[config.mk]
export PLATFORM = sky130hd
export DESIGN_NAME = gap_packet_validator
export DESIGN_NICKNAME = d
export VERILOG_FILES = /design/src/rtl/gpv_pkg.sv /design/src/rtl/gpv_gap_timer.sv /design/src/rtl/gpv_frame_ctl.sv /design/src/rtl/gpv_payload_store.sv /design/src/rtl/gap_packet_validator.sv
export SDC_FILE = /design/constraint.sdc
export NUM_CORES = 1
export LEC_CHECK = 0
export BUFFER_PORTS_ARGS = -buffer_cell sky130_fd_sc_hd__buf_2
export CORE_AREA = 3 3 85 147
export DETAILED_ROUTE_END_ITERATION = 16
export DIE_AREA = 0 0 88 150
export GPL_TIMING_DRIVEN = 0
export PLACE_DENSITY = 0.76
export SLEW_MARGIN = 20
export SYNTH_ARGS = -nofsm -noshare
export SYNTH_HDL_FRONTEND = slang
export SYNTH_SLANG_ARGS = --single-unit
[constraint.sdc]
create_clock -name clk -period 16.7 [get_ports clk]
set_clock_uncertainty 0.05 [all_clocks]
set_input_delay 4.175 -clock clk [delete_from_list [all_inputs] [get_ports clk]]
set_output_delay 4.175 -clock clk [all_outputs]
set_load 0.05 [all_outputs]
[src/rtl/gpv_pkg.sv]
// Shared types for the idle-gap packet validator.
package gpv_pkg;
    typedef enum logic [1:0] {
        ST_HUNT    = 2'd0,
        ST_COLLECT = 2'd1,
        ST_TRAIL   = 2'd2
    } gpv_state_e;
endpackage

[src/rtl/gpv_gap_timer.sv]
// Retriggerable idle timer.
// Counts the clock cycles since the last received character, saturating at
// the long-gap threshold, and decodes the three gap thresholds from it.
// Assumes INTRA_GAP_CYC < TRAIL_GAP_CYC <= LEAD_GAP_CYC and TRAIL_GAP_CYC >= 1.
module gpv_gap_timer #(
    parameter int LEAD_GAP_CYC  = 400000,
    parameter int TRAIL_GAP_CYC = 25000,
    parameter int INTRA_GAP_CYC = 2200
) (
    input  logic clk,
    input  logic rst_n,
    input  logic rx_valid,
    output logic lead_ok,
    output logic intra_over,
    output logic trail_due
);
    localparam int CW = $clog2(LEAD_GAP_CYC + 1);
    localparam logic [CW-1:0] LEAD_C     = CW'(LEAD_GAP_CYC);
    localparam logic [CW-1:0] INTRA_C    = CW'(INTRA_GAP_CYC);
    localparam logic [CW-1:0] TRAIL_M1_C = CW'(TRAIL_GAP_CYC - 1);

    logic [CW-1:0] idle_cnt;

    // Restart on every character, otherwise count up to the long-gap limit.
    always_ff @(posedge clk) begin
        if (!rst_n) begin
            idle_cnt <= '0;
        end else if (rx_valid) begin
            idle_cnt <= '0;
        end else if (idle_cnt != LEAD_C) begin
            idle_cnt <= idle_cnt + 1'b1;
        end
    end

    assign lead_ok    = (idle_cnt >= LEAD_C);
    assign intra_over = (idle_cnt > INTRA_C);
    assign trail_due  = (idle_cnt == TRAIL_M1_C);
endmodule

[src/rtl/gpv_frame_ctl.sv]
// Packet framing and acceptance control.
// Hunts for a byte after a long gap, collects PKT_LEN bytes while checking
// inner gaps, checksum and line errors, then waits out the trailing gap and
// raises commit/resp_go for a clean packet. Assumes PKT_LEN >= 2.
module gpv_frame_ctl
    import gpv_pkg::*;
#(
    parameter int PKT_LEN = 8,
    parameter int IDX_W   = 3
) (
    input  logic             clk,
    input  logic             rst_n,
    input  logic             rx_valid,
    input  logic [7:0]       rx_byte,
    input  logic             rx_err,
    input  logic             lead_ok,
    input  logic             intra_over,
    input  logic             trail_due,
    output logic             wr_en,
    output logic [IDX_W-1:0] wr_idx,
    output logic             commit,
    output logic             resp_go
);
    localparam int LW = $clog2(PKT_LEN + 1);
    localparam logic [LW-1:0] LAST_C = LW'(PKT_LEN - 1);

    gpv_state_e    state;
    logic [LW-1:0] got_cnt;
    logic [7:0]    sum_acc;
    logic          bad_seen;
    logic          pkt_ok;
    logic          start_pkt;
    logic          take_byte;
    logic          last_byte;

    // Decode this cycle's framing events.
    always_comb begin
        start_pkt = (state == ST_HUNT) && rx_valid && lead_ok;
        take_byte = (state == ST_COLLECT) && !intra_over && rx_valid;
        last_byte = take_byte && (got_cnt == LAST_C);
        wr_en     = start_pkt || (take_byte && !last_byte);
        wr_idx    = start_pkt ? '0 : IDX_W'(got_cnt);
        commit    = (state == ST_TRAIL) && trail_due && !rx_valid && pkt_ok;
    end

    // Framing state machine with running checksum and error flag.
    always_ff @(posedge clk) begin
        if (!rst_n) begin
            state    <= ST_HUNT;
            got_cnt  <= '0;
            sum_acc  <= '0;
            bad_seen <= 1'b0;
            pkt_ok   <= 1'b0;
        end else begin
            unique case (state)
                ST_HUNT: begin
                    if (start_pkt) begin
                        state    <= ST_COLLECT;
                        got_cnt  <= LW'(1);
                        sum_acc  <= rx_byte;
                        bad_seen <= rx_err;
                    end
                end
                ST_COLLECT: begin
                    if (intra_over) begin
                        state <= ST_HUNT;
                    end else if (last_byte) begin
                        state  <= ST_TRAIL;
                        pkt_ok <= !bad_seen && !rx_err && (sum_acc == rx_byte);
                    end else if (take_byte) begin
                        got_cnt  <= got_cnt + 1'b1;
                        sum_acc  <= sum_acc + rx_byte;
                        bad_seen <= bad_seen | rx_err;
                    end
                end
                ST_TRAIL: begin
                    if (rx_valid || trail_due) begin
                        state <= ST_HUNT;
                    end
                end
                default: state <= ST_HUNT;
            endcase
        end
    end

    // Registered one-cycle response strobe.
    always_ff @(posedge clk) begin
        if (!rst_n) begin
            resp_go <= 1'b0;
        end else begin
            resp_go <= commit;
        end
    end
endmodule

[src/rtl/gpv_payload_store.sv]
// Payload staging and holding buffer.
// Stage entries fill as payload bytes arrive; on commit the whole stage is
// copied into the held entries read by index. Assumes PAY_LEN >= 1.
module gpv_payload_store #(
    parameter int PAY_LEN = 7,
    parameter int IDX_W   = 3
) (
    input  logic                 clk,
    input  logic                 rst_n,
    input  logic                 wr_en,
    input  logic [IDX_W-1:0]     wr_idx,
    input  logic [7:0]           wr_byte,
    input  logic                 commit,
    input  logic [IDX_W-1:0]     rd_idx,
    output logic [7:0]           rd_byte,
    output logic [PAY_LEN*8-1:0] held_flat
);
    logic [7:0] stage_q [PAY_LEN];
    logic [7:0] held_q  [PAY_LEN];

    for (genvar g = 0; g < PAY_LEN; g++) begin : g_entry
        // Capture an incoming payload byte into its stage slot.
        always_ff @(posedge clk) begin
            if (!rst_n) begin
                stage_q[g] <= '0;
            end else if (wr_en && (wr_idx == IDX_W'(g))) begin
                stage_q[g] <= wr_byte;
            end
        end

        // Copy the stage slot to the held slot when a packet is accepted.
        always_ff @(posedge clk) begin
            if (!rst_n) begin
                held_q[g] <= '0;
            end else if (commit) begin
                held_q[g] <= stage_q[g];
            end
        end

        assign held_flat[g*8 +: 8] = held_q[g];
    end

    // Indexed read of the held payload, zero outside the payload range.
    always_comb begin
        rd_byte = '0;
        for (int i = 0; i < PAY_LEN; i++) begin
            if (rd_idx == IDX_W'(i)) begin
                rd_byte = held_q[i];
            end
        end
    end
endmodule

[src/rtl/gap_packet_validator.sv]
// Idle-gap delimited packet validator (top).
// Takes UART character strobes, frames fixed-length packets by line silence,
// validates them and raises a one-cycle respond strobe while publishing the
// payload. Thresholds are in clock cycles; defaults assume a 50 MHz clock.
module gap_packet_validator #(
    parameter int PKT_LEN       = 8,
    parameter int LEAD_GAP_CYC  = 400000,
    parameter int TRAIL_GAP_CYC = 25000,
    parameter int INTRA_GAP_CYC = 2200,
    parameter int PAY_LEN       = PKT_LEN - 1,
    parameter int IDX_W         = (PAY_LEN > 1) ? $clog2(PAY_LEN) : 1
) (
    input  logic             clk,
    input  logic             rst_n,
    input  logic             rx_valid,
    input  logic [7:0]       rx_byte,
    input  logic             rx_err,
    input  logic [IDX_W-1:0] rd_idx,
    output logic             resp_go,
    output logic [7:0]       rd_byte
);
    logic                 lead_ok;
    logic                 intra_over;
    logic                 trail_due;
    logic                 wr_en;
    logic [IDX_W-1:0]     wr_idx;
    logic                 commit;
    logic [PAY_LEN*8-1:0] held_payload;

    gpv_gap_timer #(
        .LEAD_GAP_CYC (LEAD_GAP_CYC),
        .TRAIL_GAP_CYC(TRAIL_GAP_CYC),
        .INTRA_GAP_CYC(INTRA_GAP_CYC)
    ) u_timer (
        .clk       (clk),
        .rst_n     (rst_n),
        .rx_valid  (rx_valid),
        .lead_ok   (lead_ok),
        .intra_over(intra_over),
        .trail_due (trail_due)
    );

    gpv_frame_ctl #(
        .PKT_LEN(PKT_LEN),
        .IDX_W  (IDX_W)
    ) u_frame (
        .clk       (clk),
        .rst_n     (rst_n),
        .rx_valid  (rx_valid),
        .rx_byte   (rx_byte),
        .rx_err    (rx_err),
        .lead_ok   (lead_ok),
        .intra_over(intra_over),
        .trail_due (trail_due),
        .wr_en     (wr_en),
        .wr_idx    (wr_idx),
        .commit    (commit),
        .resp_go   (resp_go)
    );

    gpv_payload_store #(
        .PAY_LEN(PAY_LEN),
        .IDX_W  (IDX_W)
    ) u_store (
        .clk      (clk),
        .rst_n    (rst_n),
        .wr_en    (wr_en),
        .wr_idx   (wr_idx),
        .wr_byte  (rx_byte),
        .commit   (commit),
        .rd_idx   (rd_idx),
        .rd_byte  (rd_byte),
        .held_flat(held_payload)
    );
endmodule

==> out/summary.txt <==
Status = complete, no violations
Post-route insts no fill = 761
Critical path launch point type = input pin
Clock slew at reported path FFs = 0.06 ns
Worst slew pin tran = 1.13 ns
Post-cts resize count = 0
Mapped Nets = 598
IO Port Bufs = 20
DP Area = 7060 sq um
Area contributors post-synth = edfxtp_1 50%, dfxtp_1 11%, and2_1 8.1%
Static leakage = 2.78 nW
Maximum fanout along the worst path = 10
Routability cong. = 0.906
Post-synth top area share = 0.500
DRC violations left = 0
Hold Vio Cnt, Final = 0
Relative max-transition margin = 0.243
Max-cap violations = 0
TritonRoute pass-1 iters = 4
FF-to-FF path depth = 5
Post-synthesis register bit count = 148
Met2 track utilization from global routing = 0.394
Area grow syn2layout = 13.9%
Achievable frequency = 0.0975 GHz
CTS hold repair buffers = 0
Final worst-path cycle share = 0.614
RSZ-0062 raised after global routing = false
CTS Buffer Depth = 2
Drt initial violations = 162
Pwr dens = 107 nW/um^2
Finished Core Util = 0.665
Flop2flop setup slack = 13.58 ns
Min-Delay Path Class = flip-flop to flip-flop
Syn Area/Cell = 11.8 sq um
Peak-usage layer in the global routing report = met2
Clock sinks = 148
R2r endpoint = u_store.stage_q[4][7]
Cell area after synthesis = 6720 sq um
DP Cell Count = 729
Post-synth EDFFs = 112
ANT cells = 0
Gate Count Post-Synth = 572
Setup tns final = 0 ns
Cts bufs inserted = 17
Post-synth ARST share = 0
Core box area = 11500 sq um
Grt met3 use = 0.0479
# setup viols final = 0
Final WL = 13100 um
Final min period = 10.25 ns
Worst setup EP type = output port
Die Ht = 150 um
CP Class = input pin to output port
Req. time, crit path = 12.48 ns
Biggest area consumer among synthesized cells = edfxtp_1
Post-DRT Antenna Nets = 0
Hold path cells = 2
Global-route met1 utilization = 0.204
Total power = 823 uW
Fin. max-slew vios = 0
Total track usage = 0.213
Netlist cell types = 56
Die width = 88 um
Via Count = 4304
FF-to-FF Start = u_timer.idle_cnt[5]
Layout cells sized above 1 = 0.131
Worst VDD drop = 0.0884 mV
Nets@finish = 639
Fin area = 7660 sq um
CTS tree = done
Post-synthesis sequential area ratio = 0.607
Top_reg_cell synth = edfxtp_1
WP data arrival = 6.03 ns
Initial antenna violation count = 0
Global-route wire length before repair = 20900 um
Post-CTS Setup Inserts = 0
Largest net degree at the start of global routing = 29
DP HPWL = 10000 um
Starting density of the core = 0.584
Hold Crit Endpoint = u_frame.pkt_ok
Min-delay src = u_frame.pkt_ok
Die Area = 13200 sq um
Synth Warn # = 0
Worst-skew pair later-pin latency = 0.41 ns
H-tree Lvls = 4
Per-cell routed wire length = 17.2 um
Io pins = 24
Vias in the first global route = 4356
Most numerous cell in the Yosys netlist = edfxtp_1
Top post-synthesis cells by count = 112 x edfxtp_1, 87 x and2_1, 67 x nor2_1, 36 x dfxtp_1, 36 x nand2_1
Row count = 52
Grt total ovfl = 0
Vias per cell = 5.66
Clock tree root driver cell = clkbuf_16
kinds of logic after synthesis:
| logic type | synth area share |
|---|---|
| AO/OA/AOI/OAI | 0.0635 |
| XOR/XNOR | 0.0234 |
| adder cells (fa/ha/maj) | 0.0216 |
| buffers and inverters | 0.0214 |
| flip-flops | 0.607 |
| multiplexers | 0.0432 |
| AND/OR/NAND/NOR | 0.220 |
report_power, final:
group          internal, mW  switching [mW]
Sequential            0.404         0.00272
Combinational        0.0112          0.0278
Clock                 0.225           0.153
through the flow:
stage | hold slack (ns) | setup slack (ns)
floorplan | 0.404 | 6.49
global placement | 0.424 | 6.35
detailed placement | 0.432 | 6.39
CTS | 0.445 | 6.39
global route | 0.480 | 6.25
finish | 0.436 | 6.45
flip-flops by register name (all words and copies together) (netlist names):
name	cells
u_frame.got_cnt	4
u_frame.state	2
u_frame.resp_go	1
u_frame.bad_seen	1
u_timer.idle_cnt	19
u_frame.sum_acc	8
u_store.stage_q	56
u_frame.pkt_ok	1
u_store.held_q	56
critical path: stages:
cell and delay, ns:
clkbuf_1 0.43, clkbuf_1 0.45, mux4_2 0.57, nor2_1 0.11, a21oi_1 0.05, buf_2 0.23
routing by layer:
layer	wire length, um	part of all wire
met5	0	0
met4	687	0.053
met3	459	0.035
met2	7390	0.57
met1	4520	0.35
layout by cell type, fill, tap and decap left out, drive strengths merged, types with 10 or more instances in the layout:
master	Yosys	layout
inv	10	17
ha	10	10
nand2	36	36
or3	10	10
o21ai	14	14
nand3	11	11
edfxtp	112	112
xor2	10	10
dfxtp	36	36
and2	87	87
a21oi	31	31
nor2	75	75
buf	3	25
mux2i	11	11
clkbuf	23	41
nor3	12	12
how the worst max path moves through the flow:
stage | startpoint | end | slack [ns] | cells past startpoint
global placement | rx_valid | u_store.held_q[0][2] | 6.35 | 4
floorplan | rd_idx[0] | rd_byte[5] | 6.49 | 5
CTS | rd_idx[0] | rd_byte[5] | 6.39 | 6
finish | rd_idx[0] | rd_byte[5] | 6.45 | 6
global route | rd_idx[0] | rd_byte[6] | 6.25 | 6
detailed placement | rd_idx[0] | rd_byte[5] | 6.39 | 6
final cells by class:
class	count	area, sq um
fill	834	3860
multi-input combinational	388	2510
clock buffer	18	429
tap	135	169
buffer	26	106
inverter	10	37.5
timing repair buffer	22	155
sequential	148	4080
clock inverter	14	166
Note: power is estimated with default switching activity, not from simulation.
